### config.mk
export PLATFORM = sky130hd
export DESIGN_NAME = cluster_mode_cfg
export DESIGN_NICKNAME = d
export VERILOG_FILES = /design/src/rtl/cmc_pkg.sv /design/src/rtl/cmc_mode_ctrl.sv /design/src/rtl/cmc_dispatch_root.sv /design/src/rtl/cmc_leaf.sv /design/src/rtl/cluster_mode_cfg.sv
export SDC_FILE = /design/constraint.sdc
export NUM_CORES = 1
export LEC_CHECK = 0
export BUFFER_PORTS_ARGS = -buffer_cell sky130_fd_sc_hd__buf_2
export CAP_MARGIN = 20
export CORE_ASPECT_RATIO = 1.5
export CORE_MARGIN = 1.5
export CORE_UTILIZATION = 50
export CTS_CLUSTER_SIZE = 28
export DETAILED_ROUTE_END_ITERATION = 8
export GPL_TIMING_DRIVEN = 0
export HOLD_SLACK_MARGIN = 0.08
export PLACE_DENSITY = 0.79
export SETUP_SLACK_MARGIN = 0.15
export SYNTH_ARGS = -nofsm -noshare
export SYNTH_HDL_FRONTEND = slang
export SYNTH_SLANG_ARGS = --single-unit
### constraint.sdc
create_clock -name clk -period 2.2 [get_ports clk]
set_input_delay 0.11 -clock clk [delete_from_list [all_inputs] [get_ports clk]]
set_output_delay 0.11 -clock clk [all_outputs]
set_load 0.02 [all_outputs]
### src/rtl/cmc_pkg.sv
package cmc_pkg;
  localparam int NENG  = 4;
  localparam int NLEAF = NENG / 2;
  localparam int LINKW = 8;

  typedef enum logic [1:0] {
    MODE_SINGLE = 2'b00,
    MODE_PAIR   = 2'b01,
    MODE_QUAD   = 2'b10
  } bmode_e;

  // Bit k-1 carries Sk.
  function automatic logic [LINKW-1:0] link_word(bmode_e m);
    logic [LINKW-1:0] w;
    w = '0;
    case (m)
      MODE_PAIR: begin w[3] = 1'b1; w[7] = 1'b1; end
      MODE_QUAD: begin w[3] = 1'b1; w[4] = 1'b1; w[6] = 1'b1; w[7] = 1'b1; end
      default:   w = '0;
    endcase
    return w;
  endfunction
endpackage

### src/rtl/cmc_mode_ctrl.sv
module cmc_mode_ctrl
  import cmc_pkg::*;
#(
  parameter int CW     = 8,
  parameter int BF_LSB = 2
) (
  input  logic             clk,
  input  logic             rst,
  input  logic             cfg_valid,
  output logic             cfg_ready,
  input  logic [CW-1:0]    cfg_word,
  input  logic [NENG-1:0]  eng_ack,
  output logic [LINKW-1:0] link_sel,
  output bmode_e           mode,
  output logic             config_done,
  output logic             cfg_err
);
  logic [1:0]      field;
  logic            pend_q;
  bmode_e          pmode_q;
  logic [NENG-1:0] acks_q;
  logic            all_in;

  assign field     = cfg_word[BF_LSB +: 2];
  assign all_in    = &(acks_q | eng_ack);
  assign cfg_ready = !pend_q;

  always_ff @(posedge clk) begin
    if (rst) begin
      pend_q      <= 1'b0;
      pmode_q     <= MODE_SINGLE;
      acks_q      <= '0;
      link_sel    <= '0;
      mode        <= MODE_SINGLE;
      config_done <= 1'b0;
      cfg_err     <= 1'b0;
    end else begin
      config_done <= 1'b0;
      cfg_err     <= 1'b0;
      if (pend_q) begin
        acks_q <= acks_q | eng_ack;
        if (all_in) begin
          link_sel    <= link_word(pmode_q);
          mode        <= pmode_q;
          pend_q      <= 1'b0;
          config_done <= 1'b1;
        end
      end else if (cfg_valid) begin
        if (field == 2'b11) begin
          cfg_err <= 1'b1;
        end else begin
          pmode_q <= bmode_e'(field);
          pend_q  <= 1'b1;
          acks_q  <= '0;
        end
      end
    end
  end


  a_r2_single_rules: assert property (@(posedge clk) disable iff (rst)
    mode == MODE_SINGLE |-> (link_sel[0] == link_sel[4] && link_sel[2] == link_sel[6] &&
                             link_sel[1] == link_sel[3] && link_sel[5] == link_sel[7]));

  a_r3_pair_rules: assert property (@(posedge clk) disable iff (rst)
    mode == MODE_PAIR |-> (link_sel[0] == link_sel[4] && link_sel[2] == link_sel[6] &&
                           link_sel[1] != link_sel[3] && link_sel[5] != link_sel[7]));

  a_r4_quad_rules: assert property (@(posedge clk) disable iff (rst)
    mode == MODE_QUAD |-> (link_sel[0] != link_sel[4] && link_sel[2] != link_sel[6] &&
                           link_sel[1] != link_sel[3] && link_sel[5] != link_sel[7]));

  a_r5_err_keeps_word: assert property (@(posedge clk) disable iff (rst)
    cfg_err |-> ($stable(link_sel) && $stable(mode) && cfg_ready));

  a_r7_change_on_done: assert property (@(posedge clk) disable iff (rst)
    (link_sel != $past(link_sel)) |-> config_done);

  a_r7_done_after_pending: assert property (@(posedge clk) disable iff (rst)
    config_done |-> $past(!cfg_ready));
endmodule

### src/rtl/cmc_dispatch_root.sv
module cmc_dispatch_root
  import cmc_pkg::*;
(
  input  bmode_e           mode,
  input  logic             in_valid,
  input  logic [1:0]       in_dst,
  output logic [NLEAF-1:0] leaf_en,
  output logic             bcast,
  output logic             lidx
);
  always_comb begin
    leaf_en = '0;
    bcast   = 1'b0;
    lidx    = 1'b0;
    if (in_valid) begin
      case (mode)
        MODE_SINGLE: begin
          leaf_en[in_dst[1]] = 1'b1;
          lidx = in_dst[0];
        end
        MODE_PAIR: begin
          leaf_en[in_dst[0]] = 1'b1;
          bcast = 1'b1;
        end
        MODE_QUAD: begin
          leaf_en = '1;
          bcast   = 1'b1;
        end
        default: leaf_en = '0;
      endcase
    end
  end
endmodule

### src/rtl/cmc_leaf.sv
module cmc_leaf #(
  parameter int W = 16
) (
  input  logic           clk,
  input  logic           rst,
  input  logic           en,
  input  logic           bcast,
  input  logic           lidx,
  input  logic [W-1:0]   din,
  output logic [1:0]     vld,
  output logic [2*W-1:0] dout
);
  for (genvar j = 0; j < 2; j++) begin : g_eng
    logic hit;
    assign hit = en && (bcast || (lidx == 1'(j)));
    always_ff @(posedge clk) begin
      if (rst) begin
        vld[j]          <= 1'b0;
        dout[j*W +: W]  <= '0;
      end else begin
        vld[j] <= hit;
        if (hit) dout[j*W +: W] <= din;
      end
    end
  end
endmodule

### src/rtl/cluster_mode_cfg.sv
module cluster_mode_cfg
  import cmc_pkg::*;
#(
  parameter int IW     = 16,
  parameter int AW     = 8,
  parameter int CW     = 8,
  parameter int BF_LSB = 2
) (
  input  logic             clk,
  input  logic             rst,
  input  logic             cfg_valid,
  output logic             cfg_ready,
  input  logic [CW-1:0]    cfg_word,
  input  logic [NENG-1:0]  eng_ack,
  output logic [LINKW-1:0] link_sel,
  output logic             config_done,
  output logic             cfg_err,
  input  logic             ins_valid,
  input  logic [1:0]       ins_dst,
  input  logic [IW-1:0]    ins_data,
  input  logic             act_valid,
  input  logic [1:0]       act_dst,
  input  logic [AW-1:0]    act_data,
  output logic [NENG-1:0]  eng_ins_valid,
  output logic [NENG*IW-1:0] eng_ins_data,
  output logic [NENG-1:0]  eng_act_valid,
  output logic [NENG*AW-1:0] eng_act_data
);
  bmode_e           mode_w;
  logic [NLEAF-1:0] ins_en, act_en;
  logic             ins_bc, act_bc, ins_li, act_li;

  cmc_mode_ctrl #(.CW(CW), .BF_LSB(BF_LSB)) u_ctrl (
    .clk(clk), .rst(rst), .cfg_valid(cfg_valid), .cfg_ready(cfg_ready),
    .cfg_word(cfg_word), .eng_ack(eng_ack), .link_sel(link_sel), .mode(mode_w),
    .config_done(config_done), .cfg_err(cfg_err)
  );

  cmc_dispatch_root u_ins_root (
    .mode(mode_w), .in_valid(ins_valid), .in_dst(ins_dst),
    .leaf_en(ins_en), .bcast(ins_bc), .lidx(ins_li)
  );

  cmc_dispatch_root u_act_root (
    .mode(mode_w), .in_valid(act_valid), .in_dst(act_dst),
    .leaf_en(act_en), .bcast(act_bc), .lidx(act_li)
  );

  for (genvar l = 0; l < NLEAF; l++) begin : g_leaf
    cmc_leaf #(.W(IW)) u_ins_leaf (
      .clk(clk), .rst(rst), .en(ins_en[l]), .bcast(ins_bc), .lidx(ins_li),
      .din(ins_data), .vld(eng_ins_valid[2*l +: 2]), .dout(eng_ins_data[2*l*IW +: 2*IW])
    );
    cmc_leaf #(.W(AW)) u_act_leaf (
      .clk(clk), .rst(rst), .en(act_en[l]), .bcast(act_bc), .lidx(act_li),
      .din(act_data), .vld(eng_act_valid[2*l +: 2]), .dout(eng_act_data[2*l*AW +: 2*AW])
    );
  end


  a_r8_single_one_engine: assert property (@(posedge clk) disable iff (rst)
    (ins_valid && mode_w == MODE_SINGLE) |=> ($countones(eng_ins_valid) == 1));

  a_r9_pair_cluster: assert property (@(posedge clk) disable iff (rst)
    (ins_valid && mode_w == MODE_PAIR) |=>
      (eng_ins_valid == 4'b0011 || eng_ins_valid == 4'b1100));

  a_r10_quad_all: assert property (@(posedge clk) disable iff (rst)
    (ins_valid && mode_w == MODE_QUAD) |=> (&eng_ins_valid));

  a_r11_act_idle: assert property (@(posedge clk) disable iff (rst)
    !act_valid |=> (eng_act_valid == '0));
endmodule

==> impl_metrics.tcl <==
set metrics [dict create \
    syn_area_um2 4870 \
    cts_tree "done" \
    cp.arrival_ps 2220 \
    ys_warn_count 0 \
    syn_inst 448 \
    slew_violations 0 \
    root_buffer "clkbuf_16" \
    slew_headroom 0.550 \
    cts_buffers 17 \
    crit_cells 6 \
    core-area_um2 9580 \
    overflow 0 \
    fp.dieH_um 124 \
    clock.fmax_mhz 519 \
    leakage_uw 0.00339 \
    period_share 0.876 \
    cp-end-kind "flip-flop" \
    criticalPathCategory "flip-flop to flip-flop" \
    hpwlAfterDp_um 8660 \
    reg2reg_from "u_ctrl.mode[0]" \
    drtIter0Drc 128 \
    peakVddDrop_mv 0.647 \
    wl_um 12600 \
    fp-row-count 44 \
    synth_top_area_cell "dfxtp_1" \
    rr_worst_depth 6 \
    die_w_um 83.6 \
    setup_viol 0 \
    ant_nets 0 \
    htreeDepth 4 \
    dp_cells 714 \
    startpoint_type "flip-flop" \
    ys_ff_latch 117 \
    tightest_slew_ps 674 \
    seqCellArea_um2 2340 \
    dr_total_vias 3932 \
    hold_viol_final 0 \
    dieArea_um2 10400 \
    gp_congestion 0.816 \
    worst-path-buf-inv 3 \
    grt_usage 0.244 \
    postSynthAreaPerCell_um2 10.9 \
    cap_violations 0 \
    min_path_type "input port to flip-flop" \
    path_max_fanout 8 \
    ios 160 \
    start_util 0.509 \
    multi_input_area_um2 2380 \
    r2r_setup_slack_ps 270 \
    endpoint "g_leaf[1].u_ins_leaf.vld[0]" \
    reg2reg_to "g_leaf[1].u_ins_leaf.vld[0]" \
    clock-sinks 117 \
    wl_per_cell_um 16.0 \
    drtPass1Iterations 4 \
    powerDensity_nw_per_um2 835 \
    portBuffers 148 \
    utilization 0.710 \
    cpPeakStageDelay_ps 560 \
    synth_top_area_frac 0.481 \
    layout_common_cells "buf_2 (151), nand2b_1 (127), dfxtp_1 (117), mux2i_1 (99), dlygate4sd3_1 (37)" \
    clk_pin_slew_ps 50 \
    grt_max_degree 17 \
    fin_skew_ps 6.86 \
    ys_types 34 \
    nFillCells 717 \
    cp-startpoint "u_ctrl.mode[0]" \
    drc 0 \
    diodes 0 \
    area_growth_syn_to_layout_pct 39.5 \
    ys_seq_area_frac 0.481 \
    synthTopCellsByArea "dfxtp_1 (48%), mux2i_1 (20%), nand2b_1 (16%)" \
    antenna_found_initial 0 \
    status "completed" \
    instances_no_fill 786 \
    cts_buffer_depth 2 \
    path_cells "inv_1, ha_1, buf_4, a221oi_4, nor2_1, dlygate4sd3_1" \
    clock_latency_ps 410 \
    viasPerCell 5.00 \
    final_common_cell "buf_2" \
    cp_top_family "buffers and inverters" \
    grt_pass1_vias 3920 \
    crit_required_ps 2500 \
    grt_pass1_wl_um 19300 \
    tns_ps 0 \
    min_period_ps 1930 \
    rsz0062_at_grt "yes" \
    nets 708 \
    crit_slowest_cell "dlygate4sd3_1" \
    drive_gt1_frac 0.314 \
]
worst min path at each step:
stage	endpoint	from	depth (start not counted)
final	g_leaf[1].u_ins_leaf.vld[1]	ins_dst[1]	3
after global routing	g_leaf[1].u_ins_leaf.vld[1]	ins_dst[1]	3
after CTS	g_leaf[1].u_ins_leaf.vld[1]	ins_dst[1]	3
after detailed placement	u_ctrl.acks_q[0]	eng_ack[0]	3
after global placement	u_ctrl.acks_q[1]	eng_ack[1]	3
after floorplan	u_ctrl.cfg_err	cfg_word[3]	2
where the power goes:
group          internal, uW  switching [uW]
registers              2200            39.6
logic                   258             327
clock network          1920             929
per-layer routing:
| layer | routed length (um) | part of all wire | vias to the layer above | track usage |
|---|---|---|---|---|
| li1 | - | - | 1912 | - |
| met1 | 4960 | 0.39 | 1872 | 0.258 |
| met2 | 6640 | 0.53 | 126 | 0.448 |
| met3 | 686 | 0.055 | 22 | 0.0742 |
| met4 | 288 | 0.023 | 0 | 0.105 |
| met5 | 0 | 0 | - | 0 |
state kept, by name, summed over array words and instances (netlist names):
signal                  flops
g_leaf.u_ins_leaf.vld       4
u_ctrl.link_sel             2
u_ctrl.cfg_err              1
u_ctrl.pmode_q              2
g_leaf.u_ins_leaf.dout     64
u_ctrl.config_done          1
u_ctrl.mode                 2
g_leaf.u_act_leaf.vld       4
g_leaf.u_act_leaf.dout     32
u_ctrl.pend_q               1
u_ctrl.acks_q               4
final cells by class:
type | count | area share
Buffer | 29 | 0.0243
Clock buffer | 23 | 0.0733
Clock inverter | 9 | 0.0180
Inverter | 4 | 0.00221
Multi-Input combinational cell | 301 | 0.350
Sequential cell | 117 | 0.345
Tap cell | 115 | 0.0212
Timing Repair Buffer | 188 | 0.167
stage by stage:
| step | instance area [um2] | setup WS (ps) | hold slack, ps | total power, uW |
|---|---|---|---|---|
| finish | 6800 | 273 | 95.1 | 5670 |
| global route | 6800 | 118 | 120 | 5830 |
| CTS | 6780 | 177 | 83.3 | 5700 |
| detailed placement | 5770 | 133 | 388 | 2810 |
| global placement | 5770 | 232 | 371 | 2800 |
| floorplan | 4880 | 461 | 238 | 2620 |
cells by family after synthesis:
logic type | count (synthesis) | synth area share
buf+inv | 33 | 0.0370
fa+ha+maj | 5 | 0.0128
other cells | 1 | 0.000769
compound gates | 19 | 0.0439
simple gates | 173 | 0.219
mux | 100 | 0.206
flops | 117 | 0.481
what timing repair did:
| action | in CTS | in global routing |
|---|---|---|
| endpoints found under the setup margin | 12 | 29 |
| gates resized for setup | 0 | 2 |
| hold endpoints to repair | 96 | 0 |
| pin swaps | 2 | 0 |
| hold buffers | 37 | 0 |
| setup buffers | 3 | 0 |
worst register-to-register path, cell delays in order (launching register included):
cell	delay, ps
dfxtp_1	380
inv_1	80
ha_1	200
buf_4	190
a221oi_4	320
nor2_1	80
dlygate4sd3_1	560
cell usage after synthesis (all sizes together):
cell    instances
clkbuf         15
mux2i          99
nand3           4
a221oi          2
dfxtp         117
nor3            5
and2b           1
buf            14
nor3b           4
a211oi          1
nor4            1
a21o            2
nand3b          5
nand2b        127
o311ai          4
nand2           4
a21bo           1
inv             4
o21ai           4
nor2b           6
o22ai           1
and3b           1
nand4           1
nor2           14
a21oi           4
mux2            1
conb            1
ha              5
Note: power is estimated with default switching activity, not from simulation.
